**config.mk**
```make
export PLATFORM = sky130hd
export DESIGN_NAME = lane_sum_reduce
export DESIGN_NICKNAME = d
export VERILOG_FILES = /design/src/rtl/lsr_pkg.sv /design/src/rtl/lsr_fold.sv /design/src/rtl/lsr_tree.sv /design/src/rtl/lsr_decode.sv /design/src/rtl/lane_sum_reduce.sv
export SDC_FILE = /design/constraint.sdc
export NUM_CORES = 1
export LEC_CHECK = 0
export ABC_AREA = 1
export BUFFER_PORTS_ARGS = -buffer_cell sky130_fd_sc_hd__buf_2
export CAP_MARGIN = 20
export CORE_MARGIN = 2
export CORE_UTILIZATION = 45
export CTS_BUF_LIST = sky130_fd_sc_hd__clkbuf_4
export DETAILED_ROUTE_END_ITERATION = 8
export GPL_ROUTABILITY_DRIVEN = 0
export SETUP_SLACK_MARGIN = 0.05
export SYNTH_ARGS = -nofsm -noshare
export SYNTH_HDL_FRONTEND = slang
export SYNTH_HIERARCHICAL = 1
export SYNTH_SLANG_ARGS = --single-unit
export TNS_END_PERCENT = 5
```
**constraint.sdc**
```tcl
create_clock -name clk -period 6.2 [get_ports clk]
set_clock_uncertainty 0.05 [all_clocks]
set_input_delay 0.93 -clock clk [delete_from_list [all_inputs] [get_ports clk]]
set_output_delay 0.93 -clock clk [all_outputs]
set_load 0.01 [all_outputs]
```
**src/rtl/lsr_pkg.sv**
```systemverilog
// Package for the lane sum reducer.
// Holds the vector geometry, the form encoding and the legality rule.
// Assumes lane widths are 8 << size and never exceed half the vector.
package lsr_pkg;
    localparam int VEC_W   = 128;
    localparam int HALF_W  = VEC_W / 2;
    localparam int SIZE_W  = 2;
    localparam int N_SIZES = 1 << SIZE_W;
    localparam int MIN_LW  = 8;

    typedef enum logic {
        FORM_ACROSS = 1'b0,
        FORM_PAIR   = 1'b1
    } lsr_form_e;

    // Lane width in bits for a size code
    function automatic int lane_bits(input logic [SIZE_W-1:0] code);
        return MIN_LW << code;
    endfunction
endpackage

```
**src/rtl/lsr_fold.sv**
```systemverilog
// One halving level: adds the upper half of a piece onto its lower half,
// lane by lane, with each lane wrapping at its own width.
// Assumes W is an even multiple of LW.
module lsr_fold #(
    parameter int W  = 128,
    parameter int LW = 8
) (
    input  logic [W-1:0]   din,
    output logic [W/2-1:0] dout
);
    localparam int HW = W / 2;
    localparam int NL = HW / LW;

    // One wrapping adder per lane of the lower half
    for (genvar i = 0; i < NL; i++) begin : g_lane
        assign dout[i*LW +: LW] = din[i*LW +: LW] + din[HW + i*LW +: LW];
    end
endmodule

```
**src/rtl/lsr_tree.sv**
```systemverilog
// Recursive halving reducer: folds the vector in half until one lane
// remains. Assumes VEC_W / LW is a power of two.
module lsr_tree #(
    parameter int VEC_W = 128,
    parameter int LW    = 8
) (
    input  logic [VEC_W-1:0] vec,
    output logic [LW-1:0]    sum
);
    if (VEC_W == LW) begin : g_leaf
        // The piece is a single lane: pass it through
        assign sum = vec;
    end else begin : g_node
        logic [VEC_W/2-1:0] folded;

        lsr_fold #(.W(VEC_W), .LW(LW)) u_fold (
            .din  (vec),
            .dout (folded)
        );

        lsr_tree #(.VEC_W(VEC_W/2), .LW(LW)) u_sub (
            .vec (folded),
            .sum (sum)
        );
    end
endmodule

```
**src/rtl/lsr_decode.sv**
```systemverilog
// Request decoder: applies the reserved-combination rules and picks the
// operand width. Pairwise form always uses the full vector.
module lsr_decode
    import lsr_pkg::*;
(
    input  logic              form_pair,
    input  logic              wide,
    input  logic [SIZE_W-1:0] size,
    output logic              legal,
    output logic              full_width
);
    // Legality of size / width / form combination
    always_comb begin
        if (form_pair == FORM_PAIR) begin
            legal = (size == SIZE_W'(N_SIZES - 1));
        end else begin
            legal = !((size == SIZE_W'(N_SIZES - 1)) ||
                      (size == SIZE_W'(N_SIZES - 2) && !wide));
        end
    end

    // Operand width select
    assign full_width = (form_pair == FORM_PAIR) || wide;
endmodule

```
**src/rtl/lane_sum_reduce.sv**
```systemverilog
// Lane sum reducer top: one reduction tree per lane size, a size mux and
// a single result register. Reserved requests only raise the illegal flag.
// Assumes request fields are defined whenever in_valid is high.
module lane_sum_reduce
    import lsr_pkg::*;
(
    input  logic              clk,
    input  logic              rst_n,
    input  logic              in_valid,
    input  logic              in_pair,
    input  logic              in_wide,
    input  logic [1:0]        in_size,
    input  logic [127:0]      in_src,
    output logic              res_valid,
    output logic              res_illegal,
    output logic [127:0]      res_data
);
    logic                         legal;
    logic                         full_width;
    logic [VEC_W-1:0]             operand;
    logic [N_SIZES-1:0][HALF_W-1:0] zsum;
    logic [HALF_W-1:0]            low_q;
    logic                         valid_q;
    logic                         illegal_q;

    lsr_decode u_dec (
        .form_pair  (in_pair),
        .wide       (in_wide),
        .size       (in_size),
        .legal      (legal),
        .full_width (full_width)
    );

    // Clear the upper half when only 64 bits take part
    assign operand = full_width ? in_src : {{HALF_W{1'b0}}, in_src[HALF_W-1:0]};

    for (genvar s = 0; s < N_SIZES; s++) begin : g_size
        localparam int LW = MIN_LW << s;
        logic [LW-1:0] lane_sum;

        lsr_tree #(.VEC_W(VEC_W), .LW(LW)) u_tree (
            .vec (operand),
            .sum (lane_sum)
        );

        if (LW < HALF_W) begin : g_pad
            assign zsum[s] = {{(HALF_W-LW){1'b0}}, lane_sum};
        end else begin : g_full
            assign zsum[s] = lane_sum;
        end
    end

    // Result register: capture legal sums, flag reserved requests
    always_ff @(posedge clk) begin
        if (!rst_n) begin
            low_q     <= '0;
            valid_q   <= 1'b0;
            illegal_q <= 1'b0;
        end else begin
            valid_q   <= in_valid;
            illegal_q <= in_valid && !legal;
            if (in_valid && legal) begin
                low_q <= zsum[in_size];
            end
        end
    end

    assign res_valid   = valid_q;
    assign res_illegal = illegal_q;
    assign res_data    = {{HALF_W{1'b0}}, low_q};
endmodule

```
Word level (Yosys, flattened, before mapping). Cells that the tools add are included.

Register bits: 66. Input port bits: 135. Output and inout port bits: 130. Logic and storage cells: 44.

Add/subtract/negate cells: 26. $lt $le $gt $ge: 1. Eq/ne operators: 2. Muxes and demuxes: 4. Reductions and logical operators: 8.

Operators with widths (count): binary-select mux 64 bit (select 2 bit) (1); 2-to-1 mux 128 bit (1); adder 8 bit (15); adder 16 bit (7); adder 32 bit (3); adder 64 bit (1); 2-to-1 mux 64 bit (1); equality test 2 bit (second input constant) (2); logical AND 1 bit (3); zero test 1 bit (3); less-than comparator 2 x 3 -> 1 bit (second input constant) (1); logical OR 1 bit (2); 2-to-1 mux 1 bit (1).

Logic depth before layout (Yosys ltp). Gate-level depths: netlist (run 1).

Depth after elaboration: 8. Gate-level depth with buffers: 40. Gate-level depth less buffers: 37.

Hierarchy. The synthesis (run 1) kept the hierarchy.

By module, submodules not included: lsr_fold at g_size[3].u_tree.g_node.u_fold (times used 1, cells an instance 1285, area each 5939.4 um^2, seq. area each 0.0 um^2); lsr_fold at g_size[2].u_tree.g_node.u_fold (times used 1, cells an instance 985, area each 4669.5 um^2, seq. area each 0.0 um^2); lane_sum_reduce (times used 1, cells an instance 629, area each 4031.4 um^2, seq. area each 1321.3 um^2); lsr_fold at g_size[1].u_tree.g_node.u_fold (times used 1, cells an instance 702, area each 3696.0 um^2, seq. area each 0.0 um^2); lsr_fold at g_size[0].u_tree.g_node.u_fold (times used 1, cells an instance 480, area each 2822.7 um^2, seq. area each 0.0 um^2); lsr_fold at g_size[2].u_tree.g_node.u_sub.g_node.u_fold (times used 1, cells an instance 491, area each 2323.5 um^2, seq. area each 0.0 um^2); lsr_fold at g_size[1].u_tree.g_node.u_sub.g_node.u_fold (times used 1, cells an instance 351, area each 1850.5 um^2, seq. area each 0.0 um^2); lsr_fold at g_size[0].u_tree.g_node.u_sub.g_node.u_fold (times used 1, cells an instance 240, area each 1411.4 um^2, seq. area each 0.0 um^2); lsr_fold at g_size[1].u_tree.g_node.u_sub.g_node.u_sub.g_node.u_fold (times used 1, cells an instance 176, area each 930.9 um^2, seq. area each 0.0 um^2); lsr_fold at g_size[0].u_tree.g_node.u_sub.g_node.u_sub.g_node.u_fold (times used 1, cells an instance 120, area each 720.7 um^2, seq. area each 0.0 um^2); lsr_tree at g_size[3].u_tree.g_node.u_sub (times used 1, cells an instance 64, area each 480.5 um^2, seq. area each 0.0 um^2); lsr_fold at g_size[0].u_tree.g_node.u_sub.g_node.u_sub.g_node.u_sub.g_node.u_fold (times used 1, cells an instance 60, area each 361.6 um^2, seq. area each 0.0 um^2); lsr_tree at g_size[2].u_tree.g_node.u_sub.g_node.u_sub (times used 1, cells an instance 32, area each 240.2 um^2, seq. area each 0.0 um^2); lsr_tree at g_size[1].u_tree.g_node.u_sub.g_node.u_sub.g_node.u_sub (times used 1, cells an instance 16, area each 120.1 um^2, seq. area each 0.0 um^2); 2 more rows.

Least setup slack after synthesis (run 1). OpenSTA, ideal clock, no wires.

Kind: input-to-reg. From: in in_wide. To: reg low_q[7]. Setup time: 0.119 ns. Arrival time: 4.992 ns. Required time: 6.031 ns. Slack: 1.038 ns. Cell stages on the path: 38. Path buffers: 3. Cells stage by stage: inv_1 > nand2_1 > buf_2 > buf_1 > nand2_1 > inv_1 > ha_1 > inv_1 > fa_1 > inv_1 > nand2_1 > nand2_1 > nand2_1 > xnor2_1 > ha_1 > nand2_1 > nand3b_1 > nand3_1 > (+2 left out) > nand2_1 > clkinv_1 > nand3_1 > nand2_1 > nand2_1 > nand2_1 > ha_1 > nand2_1 > inv_1 > a21oi_1 > nand2_1 > nand2_1 > nand2_1 > buf_4 > nand2_1 > nand3_1 > nand2_1 > a21oi_1.

Longest elaborated chain between the ends: 8. Elaborated cells on any way between the ends: 36. Classes of those cells: add/sub (26); mux (4); reduce/logical (6).

RTL lines: start: declaration (line lane_sum_reduce.sv:11) `input logic in_wide,`; logical OR 1 bit (line lsr_decode.sv:23) `assign full_width = (form_pair == FORM_PAIR) || wide;`; named net full_width (line lane_sum_reduce.sv:19) `logic full_width;`; 2-to-1 mux 128 bit (line lane_sum_reduce.sv:35) `assign operand = full_width ? in_src : {{HALF_W{1'b0}}, in_src[HALF_W-1:0]};`; named net operand[96] (line lane_sum_reduce.sv:20) `logic [VEC_W-1:0] operand;`; adder 8 bit (line lsr_fold.sv:16) `assign dout[i*LW +: LW] = din[i*LW +: LW] + din[HW + i*LW +: LW];`; named net g_size[0].u_tree.g_node.folded[36] (line lsr_tree.sv:14) `logic [VEC_W/2-1:0] folded;`; adder 8 bit (line lsr_fold.sv:16); named net g_size[0].u_tree.g_node.u_sub.g_node.folded[5] (line lsr_tree.sv:14); adder 8 bit (line lsr_fold.sv:16); named net g_size[0].u_tree.g_node.u_sub.g_node.u_sub.g_node.folded[6] (line lsr_tree.sv:14); adder 8 bit (line lsr_fold.sv:16); named net g_size[0].u_tree.g_node.u_sub.g_node.u_sub.g_node.u_sub.g_node.folded[7] (line lsr_tree.sv:14); binary-select mux 64 bit (select 2 bit) (line lane_sum_reduce.sv:63) `low_q <= zsum[in_size];`; 2-to-1 mux 64 bit (not written as such) (line lane_sum_reduce.sv:63); end signal: assignment (line lane_sum_reduce.sv:63); end: declaration (line lane_sum_reduce.sv:22) `logic [HALF_W-1:0] low_q;`.

The timed path passes the listed nets, and every way through them passes these cells. The select of a mux whose other input is x is not followed. A chain may end at the register's enable or synchronous reset.

Worst setup path after layout (run 1).
From: in in_wide. To: reg low_q[4].

Longest elaborated chain between the ends: 8. Elaborated cells on any way between the ends: 36. Classes of those cells: add/sub (26); mux (4); reduce/logical (6).

RTL lines: logical OR 1 bit (line lsr_decode.sv:23); named net full_width (line lane_sum_reduce.sv:19); 2-to-1 mux 128 bit (line lane_sum_reduce.sv:35); named net operand[64] (line lane_sum_reduce.sv:20); adder 8 bit (line lsr_fold.sv:16); named net g_size[0].u_tree.g_node.folded[1] (line lsr_tree.sv:14); adder 8 bit (line lsr_fold.sv:16); named net g_size[0].u_tree.g_node.u_sub.g_node.folded[2] (line lsr_tree.sv:14); adder 8 bit (line lsr_fold.sv:16); named net g_size[0].u_tree.g_node.u_sub.g_node.u_sub.g_node.folded[3] (line lsr_tree.sv:14); adder 8 bit (line lsr_fold.sv:16); named net g_size[0].lane_sum[4] (line lane_sum_reduce.sv:39) `logic [LW-1:0] lane_sum;`; binary-select mux 64 bit (select 2 bit) (line lane_sum_reduce.sv:63); 2-to-1 mux 64 bit (not written as such) (line lane_sum_reduce.sv:63).

The timed path passes the listed nets, and every way through them passes these cells. The select of a mux whose other input is x is not followed.

==> flow_summary.json, run 1 <==
{
  "status": "finished, final reports clean",
  "clock-sinks": 66,
  "synth_ff_type": "dfxtp_1",
  "synth_cell_types": 42,
  "port_buffers": 200,
  "finalCriticalPeriod_ps": 5310,
  "ctsResizeCount": 0,
  "drt_iter0_drc": 3229,
  "path_max_fanout": 34,
  "die_h_um": 261,
  "area_growth_pct": 5.00,
  "power_mw": 11.3,
  "cts_max_path_buffers": 2,
  "dieArea_um2": 68100,
  "grt_max_degree": 49,
  "grt_antenna_before_repair": 0,
  "grt_overflow": 0,
  "ys_ff_latch": 66,
  "synth.largest_area_cell": "nand2_1",
  "yosysMostFrequentCell": "nand2_1",
  "cts-root-buf": "clkbuf_4",
  "tightest_slew_ps": 767,
  "htree_levels": 3,
  "fin_tns_setup_ps": 0,
  "leakage_nw": 20.6,
  "seq_area_frac_synth": 0.0445,
  "pwr-share-clk": 0.031,
  "fmax_mhz": 188,
  "nFillCells": 7490,
  "path_clk_slew_ps": 140,
  "fin_crit_sh": 0.856,
  "rows": 94,
  "synth-edff-count": 0,
  "hp-class": "flip-flop to flip-flop",
  "vias": 33400,
  "clk_latency_ps": 450,
  "cts_setup_buffers": 0,
  "power_density_nw_per_um2": 364,
  "cp-start-kind": "input pin",
  "p_switching_mw": 6.99,
  "holdBufCountCts": 0,
  "grt_usage": 0.340,
  "diodes": 0,
  "netlist_area_um2": 29700,
  "final_nets": 6301,
  "setup_viol_count_final": 0,
  "finalHoldViolCount": 0,
  "drc": 0,
  "combPwrFrac": 0.928,
  "ant_nets": 0,
  "dp_hpwl_um": 104000,
  "netlist_top_cells_count": "nand2_1, inv_1, ha_1, nor2_1, nand3_1",
  "end_kind": "flip-flop",
  "async_flop_share": 0,
  "grt_pass1_vias": 29700,
  "reg2reg_from": "low_q[7]",
  "min_from": "low_q[58]",
  "rsz0062_at_grt": "no",
  "layout-drive-gt1-share": 0.0986,
  "seqPwrFrac": 0.042,
  "synth_top_area_share": 0.298,
  "cts_made_buffers": 9,
  "drt-vias-per-instance": 5.02,
  "crit_path_start": "in_wide",
  "drt-total-wl_um": 118000,
  "swShare": 0.616,
  "ir_worst_vdd_mv": 0.880,
  "io_pins": 265,
  "grt_pass1_wl_um": 175000,
  "path_class": "input pin to flip-flop",
  "cts_tree": "yes",
  "maxCapViolCount": 0,
  "start_util": 0.453,
  "core_area_um2": 65500,
  "maxSlewViolCount": 0,
  "slew_headroom": 0.488,
  "arrival_ps": 5630,
  "wl_per_cell_um": 17.8,
  "crit_required_ps": 6530,
  "synth.avg_cell_area_um2": 5.26,
  "die_w_um": 261,
  "p_int_mw": 4.36,
  "first_pass_iters": 8,
  "ys_warn_count": 6,
  "synthCells": 5647,
  "yosys-top-cells-area": "nand2_1, ha_1, inv_1, nand3_1, buf_4"
}
-- cell type report --
class	instances	area, um^2	share of cell area
Clock inverter	7	100	0.00321
Tap cell	864	1080	0.0347
Sequential cell	66	1320	0.0424
Clock buffer	9	67.6	0.00217
Timing Repair Buffer	277	1600	0.0514
Multi-Input combinational cell	4241	22600	0.724
Inverter	1179	4430	0.142
-- through the flow --
| step | worst slack, ps | std cells | utilization | hold WS [ps] | cell area (um^2) |
|---|---|---|---|---|---|
| after detailed placement | 453 | 6627 | 0.473 | 404 | 31000 |
| after floorplan | 1040 | 5710 | - | 438 | 29900 |
| final | 891 | 6643 | 0.476 | 417 | 31200 |
| after global placement | 485 | 6627 | 0.473 | 401 | 31000 |
| after CTS | 973 | 6643 | 0.476 | 420 | 31200 |
| after global routing | 430 | 6643 | 0.476 | 438 | 31200 |
-- cells in the final DEF (no fill, tap or decap), types with 9 or more instances in the layout --
cell type | Yosys | final
fa_1 | 26 | 26
ha_1 | 366 | 366
buf_4 | 185 | 75
nand3_1 | 284 | 284
nand2_1 | 2354 | 2353
clkbuf_4 | 0 | 9
nor3_2 | 22 | 22
a21oi_2 | 15 | 15
a21oi_1 | 243 | 243
nand3_2 | 42 | 42
nand3b_1 | 26 | 26
conb_1 | 1 | 64
dfxtp_1 | 66 | 66
inv_1 | 1149 | 1149
nor3_1 | 27 | 27
or2_1 | 25 | 25
inv_2 | 26 | 26
nand4_1 | 31 | 31
buf_2 | 22 | 200
nor2_1 | 321 | 321
o21bai_1 | 9 | 9
xnor2_1 | 76 | 76
or2_4 | 12 | 12
nor2_2 | 34 | 34
nand2_2 | 110 | 111
o21ai_0 | 18 | 18
xor2_1 | 117 | 117
-- power by group through the flow --
| stage | Sequential (mW) | Clock, mW | Combinational, mW |
|---|---|---|---|
| CTS | 0.472 | 0.360 | 10.3 |
| finish | 0.471 | 0.351 | 10.5 |
| global route | 0.474 | 0.376 | 11.5 |
| global placement | 0.481 | 0 | 10.2 |
| floorplan | 0.489 | 0 | 7.79 |
| detailed placement | 0.480 | 0 | 10.2 |
-- routing by layer --
metal / track usage / part of all wire / vias to the layer above
met5: 0 / 0 / -
met4: 0.172 / 0.060 / 0
met3: 0.0347 / 0.083 / 252
met2: 0.532 / 0.42 / 1354
met1: 0.461 / 0.44 / 14700
li1: - / - / 17000
-- registers in the layout, indices dropped and copies added (netlist names) --
signal and flops:
res_valid 1, res_illegal 1, low_q 64
-- final timing paths --
kind	to	slack (ps)	cells past startpoint
max	low_q[4]	890	26
min	low_q[58]	420	2
max reg2reg	low_q[7]	5400	2
min reg2reg	low_q[58]	420	2
-- kinds of logic after synthesis --
| logic type | synth area share |
|---|---|
| buf+inv | 0.203 |
| other cells | 0.000126 |
| fa+ha+maj | 0.172 |
| simple gates | 0.469 |
| compound gates | 0.0515 |
| xor+xnor | 0.0597 |
| flops | 0.0445 |
-- worst max-delay path, stage by stage --
cell     delay [ps]
buf_2            90
inv_1            80
nand2_2         110
buf_12          180
nand2_1          90
inv_1            50
ha_1            190
inv_1            60
fa_1            410
inv_1           100
inv_1            60
fa_1            450
xnor2_1         370
ha_1            360
or2_1           290
nand2_1         100
xnor2_1         190
ha_1            330
or2_1           250
nand2_1          90
xnor2_1         130
buf_4           170
nand2_1         100
nand3_1         120
nand2_1         120
a21oi_1         140
(Power assumes the default switching activity.)
==> run 2: changes to the inputs <==
Settings changed: CORE_MARGIN 2 to 1.5.
==> run 2 against run 1 <==
Sequential share of layout area barely moved. Register-to-register slack got worse by 90 ps. Total power fell by 2.2%. Flip-flop and latch count did not move. First-iteration DRC count fell by 2.6%. Critical path depth rose by 9. Fmax rose by 1.3%. Global-route usage rose by 0.48 points. Critical endpoint is now low_q[13]. Highest routed layer is now met5.
==> flow_summary.json, run 2 (synthesis gave the netlist of run 1 again) <==
{
  "mostFrequentLayoutCell": "nand2_1",
  "drc": 0,
  "holdBufCountCts": 0,
  "die_h_um": 260,
  "path_class": "input pin to flip-flop",
  "crit_path_start": "in_wide",
  "slowest_stage": "fa_1",
  "slew_headroom": 0.374,
  "combPwrFrac": 0.925,
  "grt_usage": 0.344,
  "dp_hpwl_um": 104000,
  "placed_cells": 6612,
  "io_pins": 265,
  "cts_made_buffers": 9,
  "regMostFlops": "low_q",
  "cts_max_path_buffers": 2,
  "clk_latency_ps": 460,
  "crit_required_ps": 6490,
  "p_int_mw": 4.21,
  "rows": 93,
  "cp_common_cell": "nand2_1",
  "maxSlewViolCount": 0,
  "fin_tns_setup_ps": 0,
  "htree_levels": 3,
  "start_util": 0.458,
  "rsz0062_at_grt": "no",
  "fin_cells": 6630,
  "tightest_slew_ps": 938,
  "grt_max_degree": 74,
  "largest_reg_flops": 64,
  "setup_slack_ps": 957,
  "dieArea_um2": 67500,
  "path_clk_slew_ps": 120,
  "ctsResizeCount": 0,
  "final_nets": 6295,
  "path_max_fanout": 34,
  "finalCriticalPeriod_ps": 5240,
  "grt_antenna_before_repair": 3,
  "cp-start-kind": "input pin",
  "end_kind": "flip-flop",
  "reg2reg_from": "low_q[4]",
  "max_stage_delay_ps": 410,
  "drt-vias-per-instance": 5.01,
  "power_density_nw_per_um2": 356,
  "finalHoldViolCount": 0,
  "fin_crit_sh": 0.846,
  "hp-class": "flip-flop to flip-flop",
  "leakage_nw": 20.6,
  "layout-drive-gt1-share": 0.0977,
  "core_area_um2": 64800,
  "cts_setup_buffers": 0,
  "ir_worst_vdd_mv": 0.702,
  "die_w_um": 260,
  "setup_viol_count_final": 0,
  "ant_nets": 0,
  "pwr-share-clk": 0.033,
  "critPathCapture": "low_q[13]",
  "cts-root-buf": "clkbuf_4",
  "grt_overflow": 0,
  "dpl_worst_slack_ps": 564,
  "port_buffers": 200,
  "wl_per_cell_um": 17.9,
  "ff2ff_setup_slack_ps": 5310,
  "grt_pass1_wl_um": 176000,
  "fmax_mhz": 191,
  "vias": 33200,
  "grt_pass1_vias": 29700,
  "arrival_ps": 5540,
  "drt_iter0_drc": 3145,
  "seqPwrFrac": 0.043,
  "layout_common_cells": "nand2_1, inv_1, ha_1",
  "clock-sinks": 66,
  "maxCapViolCount": 0,
  "rr_worst_depth": 2,
  "status": "finished, final reports clean",
  "drt-total-wl_um": 119000,
  "cts_tree": "yes",
  "first_pass_iters": 6,
  "p_switching_mw": 6.88,
  "area_growth_pct": 4.83,
  "r2r_end": "low_q[4]",
  "swShare": 0.621
}
run 2: critical path: cells and delay by family:
kind | cells | cell delay (ps)
compound gates | 3 | 330
fa+ha+maj | 4 | 1420
buf+inv | 6 | 660
simple gates | 22 | 2140
run 2: layout make-up:
type,count,area (um^2)
Clock inverter,7,100
Timing Repair Buffer,271,1560
Tap cell,855,1070
Clock buffer,9,67.6
Inverter,1179,4430
Fill cell,7373,33700
Antenna cell,2,5.00
Sequential cell,66,1320
Multi-Input combinational cell,4241,22600
run 2: metrics by stage:
step                      cell area, um^2  power [mW]   util  hold slack [ps]
after detailed placement            31000        10.5  0.478              406
final                               31100        11.1  0.480              418
after floorplan                     29900        8.28      -              438
after CTS                           31100        10.9  0.480              422
after global placement              31000        10.5  0.478              402
after global routing                31100        12.1  0.480              441
run 2: layer usage:
layer / part of all wire / GRT usage / vias to the layer above
li1: - / - / 17000
met1: 0.43 / 0.455 / 14700
met2: 0.42 / 0.527 / 1253
met3: 0.092 / 0.0640 / 255
met4: 0.062 / 0.186 / 2
met5: 0.000084 / 0 / -
run 2: how the worst min path moves through the flow:
stage | startpoint | endpoint | slack (ps) | cells past startpoint
after global routing | low_q[28] | low_q[28] | 440 | 2
after global placement | low_q[28] | low_q[28] | 400 | 2
after detailed placement | low_q[28] | low_q[28] | 410 | 2
final | low_q[28] | low_q[28] | 420 | 2
after floorplan | low_q[18] | low_q[18] | 440 | 2
after CTS | low_q[28] | low_q[28] | 420 | 2
run 2: power groups by stage:
stage | clock network, mW | registers [mW] | logic [mW]
after floorplan | 0 | 0.489 | 7.79
after global placement | 0 | 0.483 | 9.99
after detailed placement | 0 | 0.483 | 9.97
after CTS | 0.369 | 0.474 | 10.0
after global routing | 0.381 | 0.476 | 11.3
final | 0.361 | 0.475 | 10.3
